## config.mk

```make
export PLATFORM = sky130hd
export DESIGN_NAME = swallow_div_chain
export DESIGN_NICKNAME = d
export VERILOG_FILES = /design/src/rtl/swdiv_pkg.sv /design/src/rtl/swdiv_cfg.sv /design/src/rtl/swdiv_psc.sv /design/src/rtl/swdiv_cnt.sv /design/src/rtl/swallow_div_chain.sv
export SDC_FILE = /design/constraint.sdc
export NUM_CORES = 1
export LEC_CHECK = 0
export ABC_AREA = 1
export BUFFER_PORTS_ARGS = -buffer_cell sky130_fd_sc_hd__buf_2
export CORE_ASPECT_RATIO = 0.5
export CORE_MARGIN = 4
export CORE_UTILIZATION = 57
export DETAILED_ROUTE_END_ITERATION = 10
export PLACE_DENSITY = 0.79
export SLEW_MARGIN = 20
export SYNTH_ARGS = -nofsm -noshare
export SYNTH_HDL_FRONTEND = slang
export SYNTH_SLANG_ARGS = --single-unit
```

## constraint.sdc

```tcl
create_clock -name clk_i -period 2 [get_ports clk_i]
set_input_delay 0.4 -clock clk_i [delete_from_list [all_inputs] [get_ports clk_i]]
set_output_delay 0.4 -clock clk_i [all_outputs]
set_load 0.02 [all_outputs]
```

## src/rtl/swdiv_pkg.sv

```systemverilog
`timescale 1ns/1ps
package swdiv_pkg;
  localparam int unsigned DEF_M_W    = 9;
  localparam int unsigned DEF_A_W    = 4;
  localparam int unsigned DEF_PSC_LO = 10;

  typedef enum logic {
    MODE_PSC    = 1'b0,
    MODE_BYPASS = 1'b1
  } div_mode_e;
endpackage

```

## src/rtl/swdiv_cfg.sv

```systemverilog
`timescale 1ns/1ps
module swdiv_cfg
  import swdiv_pkg::*;
#(
  parameter int unsigned M_W = DEF_M_W,
  parameter int unsigned A_W = DEF_A_W
) (
  input  logic           clk_i,
  input  logic           rst_ni,
  input  logic           reload_i,
  input  logic [M_W-1:0] m_val_i,
  input  logic [A_W-1:0] a_val_i,
  input  logic           bypass_i,
  output logic [M_W-1:0] act_m_o,
  output div_mode_e      mode_o,
  output logic [A_W-1:0] a_start_o
);
  localparam int unsigned CW = (M_W + 1 > A_W) ? M_W + 1 : A_W;

  logic [CW-1:0]  m_span;
  logic [CW-1:0]  a_ext;
  logic [M_W-1:0] act_m_q;
  div_mode_e      mode_q;

  assign m_span = CW'(m_val_i) + CW'(1);
  assign a_ext  = CW'(a_val_i);

  // swallow count limited to M+1; zero in bypass
  always_comb begin
    if (bypass_i)            a_start_o = '0;
    else if (a_ext > m_span) a_start_o = m_span[A_W-1:0];
    else                     a_start_o = a_val_i;
  end

  always_ff @(posedge clk_i or negedge rst_ni) begin
    if (!rst_ni) begin
      act_m_q <= '0;
      mode_q  <= MODE_BYPASS;
    end else if (reload_i) begin
      act_m_q <= m_val_i;
      mode_q  <= bypass_i ? MODE_BYPASS : MODE_PSC;
    end
  end

  assign act_m_o = act_m_q;
  assign mode_o  = mode_q;

  p_hold_mid_cycle_r5: assert property (@(posedge clk_i) disable iff (!rst_ni)
    !reload_i |=> ($stable(act_m_q) && $stable(mode_q)));
endmodule

```

## src/rtl/swdiv_psc.sv

```systemverilog
`timescale 1ns/1ps
module swdiv_psc
  import swdiv_pkg::*;
#(
  parameter int unsigned LO = DEF_PSC_LO
) (
  input  logic clk_i,
  input  logic rst_ni,
  input  logic run_i,
  input  logic restart_i,
  input  logic wide_i,
  output logic tick_o
);
  localparam int unsigned CNT_W = $clog2(LO + 1);

  logic [CNT_W-1:0] cnt_q;
  logic [CNT_W-1:0] last;

  assign last   = wide_i ? CNT_W'(LO) : CNT_W'(LO - 1);
  assign tick_o = run_i && (cnt_q == last);

  always_ff @(posedge clk_i or negedge rst_ni) begin
    if (!rst_ni)                             cnt_q <= '0;
    else if (restart_i || !run_i || tick_o)  cnt_q <= '0;
    else                                     cnt_q <= cnt_q + CNT_W'(1);
  end

  p_psc_range_r1: assert property (@(posedge clk_i) disable iff (!rst_ni)
    cnt_q <= CNT_W'(LO));
endmodule

```

## src/rtl/swdiv_cnt.sv

```systemverilog
`timescale 1ns/1ps
module swdiv_cnt
  import swdiv_pkg::*;
#(
  parameter int unsigned M_W = DEF_M_W,
  parameter int unsigned A_W = DEF_A_W
) (
  input  logic           clk_i,
  input  logic           rst_ni,
  input  div_mode_e      mode_i,
  input  logic [M_W-1:0] act_m_i,
  input  logic [A_W-1:0] a_start_i,
  input  logic           tick_i,
  input  logic           restart_i,
  output logic           end_o,
  output logic           msel_o
);
  localparam int unsigned CW = (M_W + 1 > A_W) ? M_W + 1 : A_W;

  logic [M_W-1:0] m_cnt_q;
  logic [A_W-1:0] a_cnt_q;
  logic           step;
  logic [CW-1:0]  room;

  assign step   = (mode_i == MODE_BYPASS) || tick_i;
  assign end_o  = step && (m_cnt_q == act_m_i);
  assign msel_o = (a_cnt_q != '0);

  always_ff @(posedge clk_i or negedge rst_ni) begin
    if (!rst_ni) begin
      m_cnt_q <= '0;
      a_cnt_q <= '0;
    end else if (restart_i) begin
      m_cnt_q <= '0;
      a_cnt_q <= a_start_i;
    end else if (step) begin
      m_cnt_q <= m_cnt_q + M_W'(1);
      if (a_cnt_q != '0) a_cnt_q <= a_cnt_q - A_W'(1);
    end
  end

  // prescaler periods still left in this cycle
  assign room = CW'(act_m_i) + CW'(1) - CW'(m_cnt_q);

  p_swallow_bound_r2: assert property (@(posedge clk_i) disable iff (!rst_ni)
    CW'(a_cnt_q) <= room);

  p_fp_single_r4: assert property (@(posedge clk_i) disable iff (!rst_ni)
    (end_o && mode_i == MODE_PSC) |=> (!end_o || mode_i == MODE_BYPASS));
endmodule

```

## src/rtl/swallow_div_chain.sv

```systemverilog
`timescale 1ns/1ps
module swallow_div_chain
  import swdiv_pkg::*;
#(
  parameter int unsigned M_W    = DEF_M_W,
  parameter int unsigned A_W    = DEF_A_W,
  parameter int unsigned PSC_LO = DEF_PSC_LO
) (
  input  logic           clk_i,
  input  logic           rst_ni,
  input  logic [M_W-1:0] m_val_i,
  input  logic [A_W-1:0] a_val_i,
  input  logic           pre_bypass_i,
  input  logic           load_i,
  input  logic           msel_dbg_i,
  input  logic           pre_dbg_i,
  input  logic           fp_dis_i,
  output logic           fp_o,
  output logic           msel_o,
  output logic           pre_o,
  output logic           dbg_o
);
  logic [M_W-1:0] act_m;
  logic [A_W-1:0] a_start;
  div_mode_e      mode;
  logic           tick;
  logic           div_end;
  logic           msel;
  logic           restart;

  assign restart = div_end || load_i;

  swdiv_cfg #(.M_W(M_W), .A_W(A_W)) u_cfg (
    .clk_i     (clk_i),
    .rst_ni    (rst_ni),
    .reload_i  (restart),
    .m_val_i   (m_val_i),
    .a_val_i   (a_val_i),
    .bypass_i  (pre_bypass_i),
    .act_m_o   (act_m),
    .mode_o    (mode),
    .a_start_o (a_start)
  );

  swdiv_psc #(.LO(PSC_LO)) u_psc (
    .clk_i     (clk_i),
    .rst_ni    (rst_ni),
    .run_i     (mode == MODE_PSC),
    .restart_i (restart),
    .wide_i    (msel),
    .tick_o    (tick)
  );

  swdiv_cnt #(.M_W(M_W), .A_W(A_W)) u_cnt (
    .clk_i     (clk_i),
    .rst_ni    (rst_ni),
    .mode_i    (mode),
    .act_m_i   (act_m),
    .a_start_i (a_start),
    .tick_i    (tick),
    .restart_i (restart),
    .end_o     (div_end),
    .msel_o    (msel)
  );

  assign fp_o   = div_end && !fp_dis_i;
  assign msel_o = msel;
  assign pre_o  = tick;

  always_comb begin
    if (pre_dbg_i)       dbg_o = tick;
    else if (msel_dbg_i) dbg_o = msel;
    else                 dbg_o = 1'b0;
  end

  p_bypass_idle_r3: assert property (@(posedge clk_i) disable iff (!rst_ni)
    (mode == MODE_BYPASS) |-> (!pre_o && !msel_o));
endmodule

```

==> results by group, run 1 <==
Power
  • Flop pwr share: 0.459
  • Clock power frac: 0.227
  • Max VDD drop: 0.3642 mV
  • Leakage Power: 1.128 nW
  • Pint: 0.9258 mW
  • Switching share of power: 0.3414
  • PwrDens: 629.0 nW/um^2
  • Psw: 0.4798 mW
  • Combinational Power Share: 0.314

Timing
  • Clock period minus final worst setup slack: 1.981 ns
  • Slew margin rel.: 0.5840
  • Worst setup margin: 0.01931 ns
  • Unrepaired setup endpoints after global routing: yes
  • Maximum clock rate: 504.9 MHz
  • Clock Skews: 0.007050 ns
  • Setup TNS: 0 ns
  • Final Cycle Share: 0.9903
  • Max-slew violations: 0
  • Hold Vio Cnt, Final: 0
  • Final setup vio count: 0
  • Worst-margin pin slew: 0.6239 ns

Worst setup path
  • CP cell instances: inv_2 > ha_4 > nand2_4 > nand2_2 > nand3_4 > nand2_4 > nand3_4 > nor2_1 > buf_4
  • CP bufs+invs: 2
  • CP Launch Type: register
  • CP Data Arrival Time: 1.58 ns
  • Cell depth of the worst setup path: 9
  • CP Capture Type: output port
  • CP required: 1.60 ns
  • Crit Path Class: reg2out
  • Slowest-stage cell, CP: dfrtp_1
  • Worst Path Max Fanout: 3
  • Largest delay share family, worst path: simple AND/OR/NAND/NOR gates
  • Worst r2r path cells: 12
  • Critical path's largest stage delay: 0.42 ns

Yosys
  • Post-synth top area cell: dfrtp_1
  • Top post-synthesis cells by area: dfrtp_1 35%, nand2_1 14%, inv_1 8.2%
  • Cell Area, Synth: 1834 um^2
  • Top cell type's share of synthesized area: 0.3547
  • Syn_nets: 280
  • Syn Inst Count: 252
  • Seq/Total Area, Yosys: 0.3690
  • Distinct cells, synth: 29
  • Avg Cell Area, Syn: 7.279 um^2
  • #FFs+latches synth: 27
  • Yosys warns: 0

Die
  • Die width: 88.23 um
  • Site row count: 14
  • Core area: 3048 um^2
  • # IOs: 24
  • Starting Density: 0.6018
  • DIE AREA: 4245 um^2
  • Die Height: 48.11 um

Detailed routing
  • DRT Wirelength: 4252 um
  • Initial DRC Count: 84
  • Detailed-router iteration count before antenna repair: 6
  • DR vias/cell: 5.269
  • Drt wl/cell: 12.69 um
  • Antenna viol nets, final: 0
  • Remaining DRCs: 0
  • Routed vias: 1,765

CTS
  • CTS tree: done
  • Worst skew pair latency: 0.28 ns
  • Clk slew on worst S/H paths: 0.10 ns
  • CTS Hold Buffers Added: 0
  • Clock Sinks: 27
  • H-tree levels: 1
  • Clock root buffer: clkbuf_8
  • CTS Buf Count: 3
  • CTS Buffer Depth: 2

Global routing
  • Largest net degree at the start of global routing: 28
  • Antenna violations before repair: 0
  • Vias in the first global route: 1,555
  • GRT overflow: 0
  • Gr usage total: 0.2085
  • First-pass GRT wire length: 6727 um

Placed design
  • Placed cells: 322
  • Routability cong.: 0.8396
  • DP HPWL: 3114 um
  • Place WS: -0.1967 ns
  • Port Buffers: 23

Cells and area
  • Commonest non-fill, non-tap cell in the layout: nand2_1
  • Fill cell count: 230
  • Commonest non-fill, non-tap cells in the layout: 67 x nand2_1, 35 x inv_1, 25 x dfrtp_1
  • Layout cell share with drive strength beyond 1: 0.2678
  • Fin nets: 324
  • Final Non-Filler Cells: 335
  • Ant. Diodes: 0
  • Finished Core Util: 0.7332
  • Layout area overhead: 21.83%

Run
  • MaxCap Viol Count: 0

Hold path
  • HP Class: in2async

Run status
  • Status: complete, no violations
[registers in the layout, summed over array words and instances (netlist names)]
register and flops:
u_cfg.act_m_o 9, u_cnt.m_cnt_q 9, u_cnt.a_cnt_q 4, u_psc.cnt_q 4, u_cfg.mode_o 1
[power by group through the flow]
stage               clock [mW]  combinational [mW]  sequential (mW)
floorplan                    0               0.245            0.638
global placement             0               0.343            0.644
detailed placement           0               0.354            0.647
CTS                      0.319               0.388            0.635
global route             0.343               0.496            0.651
finish                   0.319               0.441            0.645
[stage by stage]
| step | area (um^2) | hold slack (ns) | total power, mW |
|---|---|---|---|
| 2_1_floorplan | 1834 | 0.1044 | 0.8833 |
| 3_3_place_gp | 2047 | 0.4321 | 0.9874 |
| 3_5_place_dp | 2047 | 0.4445 | 1.001 |
| 4_1_cts | 2141 | 0.1408 | 1.343 |
| 5_1_grt | 2235 | 0.1716 | 1.491 |
| 6_report | 2235 | 0.1243 | 1.406 |
[metal layers]
metal | global-route usage | routed length, um
met1 | 0.2747 | 1936
met2 | 0.3581 | 2028
met3 | 0.04384 | 227
met4 | 0.06325 | 59
met5 | 0 | 0
[cells in the mapped netlist]
library cell / count
nor2_1: 23
dfrtp_1: 26
nand3_4: 1
xnor2_1: 2
xor2_1: 5
nand2_2: 4
nor2_2: 3
nor3_1: 6
inv_1: 40
o21ai_0: 16
o21bai_1: 2
nor2_4: 1
a21oi_4: 1
inv_4: 1
clkinv_1: 1
ha_1: 8
nand2_1: 67
a21oi_1: 11
buf_2: 1
dfstp_2: 1
a21oi_2: 1
o21a_1: 1
o21ai_1: 3
nand3_1: 15
buf_6: 2
nand4_1: 2
nand2_4: 2
nand3_2: 5
nor3_2: 1
[final cells by class]
class / count / area (um^2) / share of cell area
clock buffer: 3 / 41.29 / 0.01848
multi-input combinational: 180 / 1037 / 0.4642
inverter: 42 / 160.2 / 0.07167
tap: 40 / 50.05 / 0.02240
clock inverter: 1 / 5.005 / 0.002240
timing repair buffer: 42 / 262.8 / 0.1176
sequential: 27 / 678.2 / 0.3035
[worst paths after layout]
path	start	slack (ns)	endpoint
min	rst_ni	0.12	u_cfg.act_m_o[5]
max	u_cnt.a_cnt_q[1]	0.02	fp_o
min reg2reg	u_psc.cnt_q[0]	0.53	u_psc.cnt_q[0]
max reg2reg	u_cnt.a_cnt_q[1]	0.18	u_cnt.m_cnt_q[7]
max in group asynchronous	rst_ni	1.43	u_cnt.a_cnt_q[2]
min in group clk_i	m_val_i[8]	0.38	u_cfg.act_m_o[8]
[cells by family (layout without fill, tap and decap cells)]
group,Yosys count,after routing,synth area share
AO/OA/AOI/OAI,35,35,0.1078
buffers and inverters,45,88,0.1023
XOR/XNOR,7,7,0.03342
AND/OR/NAND/NOR,130,130,0.3329
flip-flops,27,27,0.3690
adder cells (fa/ha/maj),8,8,0.05457
[worst register-to-register path: stages, from the launching register on]
cell     delay (ns)
dfrtp_1        0.42
inv_2          0.08
ha_4           0.16
nand2_4        0.06
nand2_2        0.08
nand3_4        0.09
nand2_4        0.09
buf_4          0.16
nand2_1        0.09
nor2_1         0.13
nand2_1        0.09
nor3_1         0.20
nor3_2         0.08
[repair_timing]
item | 4_1_cts | 5_1_grt
endpoints found under the setup margin | 2 | 6
setup buffers | 4 | 5
pin swaps | 3 | 12
gates resized for setup | 6 | 14
Power figures use the tool's default switching activity.
==> run 2: changes to the inputs <==
Settings changed: CORE_UTILIZATION 57 to 40, PLACE_DENSITY 0.79 to not set.
Clock period 2 ns to 1.9 ns, I/O delays scaled along.
==> results by group, run 2 (same netlist as run 1, synthesis figures left out) <==
Cells and area
  • Layout area overhead: 31.58%
  • Layout cell share with drive strength beyond 1: 0.3244 (+0.05662)
  • Fill cell count: 406 (+77%)
  • Final Non-Filler Cells: 356 (+6.3%)
  • Register area: 678.2 um^2 (unchanged)
  • Fin nets: 328 (+1.2%)
  • Finished Core Util: 0.5482 (-0.1850)
  • Ant. Diodes: 0 (unchanged)
  • Multi-input logic area: 1129 um^2 (+8.8%)
  • Commonest non-fill, non-tap cells in the layout: 64 x nand2_1, 36 x inv_1, 25 x dfrtp_1
  • Commonest non-fill, non-tap cell in the layout: nand2_1

Run status
  • Status: complete, but fails checks
  • Failing checks: setup timing

Placed design
  • Port Buffers: 23 (unchanged)
  • DP HPWL: 3137 um (+0.76%)
  • Routability cong.: 0.7785 (-7.3%)
  • Placed cells: 342 (+6.2%)

CTS
  • Clock root buffer: clkbuf_8
  • H-tree levels: 1 (unchanged)
  • CTS Buf Count: 3 (unchanged)
  • CTS Buffer Depth: 2 (unchanged)
  • CTS Hold Buffers Added: 0 (unchanged)
  • Clock Sinks: 27 (unchanged)
  • Clk slew on worst S/H paths: 0.09 ns (about the same)
  • CTS tree: done
  • Worst skew pair latency: 0.27 ns (about the same)

Worst setup path
  • FF-to-FF End: u_cnt.a_cnt_q[0]
  • Worst r2r path cells: 12 (unchanged)
  • CP Data Arrival Time: 1.53 ns (-0.05 ns)
  • Crit Path Class: reg2out
  • Reg-to-reg startpoint: u_cnt.a_cnt_q[1]
  • CP Launch Type: register
  • Crit path capture: dbg_o
  • CP bufs+invs: 2 (unchanged)
  • Worst Path Max Fanout: 3 (unchanged)
  • CP Capture Type: output port
  • Slowest-stage cell, CP: dfrtp_1
  • Critical path's largest stage delay: 0.40 ns (-0.02 ns)
  • CP Launch Point: u_cnt.a_cnt_q[1]
  • R2R Setup Slk: 0.10 ns (-0.08 ns)
  • CP cell instances: inv_2 > ha_4 > nand3_1 > nand3_4 > nor2_4 > nand2_1 > o21ai_1 > buf_4
  • CP required: 1.52 ns (-0.08 ns)
  • Cell depth of the worst setup path: 8 (-1)
  • Largest delay share family, worst path: flip-flops

Detailed routing
  • Wire length on met1: 2042 um (+5.5%)
  • Top layer reached by signal wires: met4
  • Drt wl/cell: 11.83 um (-6.8%)
  • Antenna viol nets, final: 0 (unchanged)
  • DR vias/cell: 4.775 (-9.4%)
  • Initial DRC Count: 41 (-51%)
  • Routed vias: 1,700 (-3.7%)
  • DRT Wirelength: 4211 um (-0.96%)
  • Met2 wire length: 1913 um (-5.7%)
  • Detailed-router iteration count before antenna repair: 4 (-2)
  • Remaining DRCs: 0 (unchanged)
  • Metal3 WL: 234 um (+3.1%)

Global routing
  • Antenna violations before repair: 0 (unchanged)
  • First-pass GRT wire length: 7224 um (+7.4%)
  • Gr usage total: 0.1503 (-0.05827)
  • Largest net degree at the start of global routing: 28 (unchanged)
  • Vias in the first global route: 1,635 (+5.1%)
  • GRT overflow: 0 (unchanged)

Timing
  • Slew margin rel.: 0.6032 (+0.01916)
  • Max-slew violations: 0 (unchanged)
  • Worst setup margin: -0.01443 ns (-0.03373 ns)
  • Final Cycle Share: 1.008
  • Final setup vio count: 1 (+1)
  • Worst-margin pin slew: 0.5952 ns (-0.02874 ns)
  • Maximum clock rate: 522.3 MHz
  • Clock Skews: 0.001450 ns (-0.005600 ns)
  • Setup TNS: -0.01443 ns (-0.01443 ns)
  • Unrepaired setup endpoints after global routing: yes
  • Clock period minus final worst setup slack: 1.914 ns
  • Hold Vio Cnt, Final: 0 (unchanged)

Die
  • Site row count: 17 (+3)
  • Starting Density: 0.4166 (-0.1852)
  • Core area: 4403 um^2 (+44%)
  • DIE AREA: 5799 um^2 (+37%)
  • Die Height: 55.89 um (+16%)
  • # IOs: 24 (unchanged)
  • Die width: 103.8 um (+18%)

Power
  • Power Total: 1.497 mW (+6.5%)
  • PwrDens: 620.2 nW/um^2 (-1.4%)
  • Leakage Power: 1.169 nW (+3.7%)
  • Max VDD drop: 0.3314 mV (-9.0%)

Run
  • MaxCap Viol Count: 0 (unchanged)

Hold path
  • HP Class: in2async
## run 2: changes by cell type in the layout (fill, tap and decap cells not counted), moves of 3 or more
| cell | change |
|---|---|
| nand3_1 | -5 |
| nand3_2 | +4 |
| a21oi_2 | +3 |
| nor2_1 | -3 |
| nand2_1 | -3 |
| a21oi_1 | -3 |
| buf_8 | +3 |
| buf_2 | -3 |
## run 2: layer usage
layer,track usage,vias up
met4,0.02273,0
met5,0,-
met2,0.2565,37
met3,0.03129,2
met1,0.2023,775
li1,-,886
## run 2: worst min-delay path by stage
| stage | from | to | slack [ns] | cells past startpoint |
|---|---|---|---|---|
| finish | rst_ni | u_psc.cnt_q[1] | 0.11 | 1 |
| global route | rst_ni | u_psc.cnt_q[1] | 0.15 | 1 |
| CTS | rst_ni | u_cfg.act_m_o[4] | 0.13 | 1 |
| detailed placement | rst_ni | u_psc.cnt_q[1] | 0.42 | 1 |
| global placement | rst_ni | u_psc.cnt_q[0] | 0.42 | 1 |
| floorplan | rst_ni | u_cfg.act_m_o[0] | 0.08 | 0 |
## run 2: area by class of cell
class | instances | share of cell area
Clock buffer | 4 | 0.01866
Inverter | 42 | 0.06636
Multi-Input combinational cell | 180 | 0.4676
Sequential cell | 27 | 0.2810
Tap cell | 57 | 0.02955
Timing Repair Buffer | 46 | 0.1369
## run 2: timing repair
item	in CTS	in global routing
buffers inserted	6	4
gates resized for setup	18	34
pin swaps	13	18
gates cloned	0	0
endpoints found under the setup margin	7	8
## run 2: per-stage QoR
stage                     hold slack, ns  worst slack [ns]  instance area (um^2)
after global routing              0.1536           -0.1006                  2414
after global placement            0.4193           -0.3175                  2093
after detailed placement          0.4220           -0.3802                  2093
after CTS                         0.1299          -0.03633                  2268
final                             0.1053          -0.01443                  2414
after floorplan                  0.08441           0.01091                  1837
## run 2: power by group
group          total (mW)  leakage [nW]  switching [mW]  internal, mW
Clock               0.320        0.0228           0.170         0.150
Combinational       0.501         0.800           0.276         0.225
Sequential          0.676         0.346          0.0484         0.627
Total                1.50          1.17           0.494          1.00
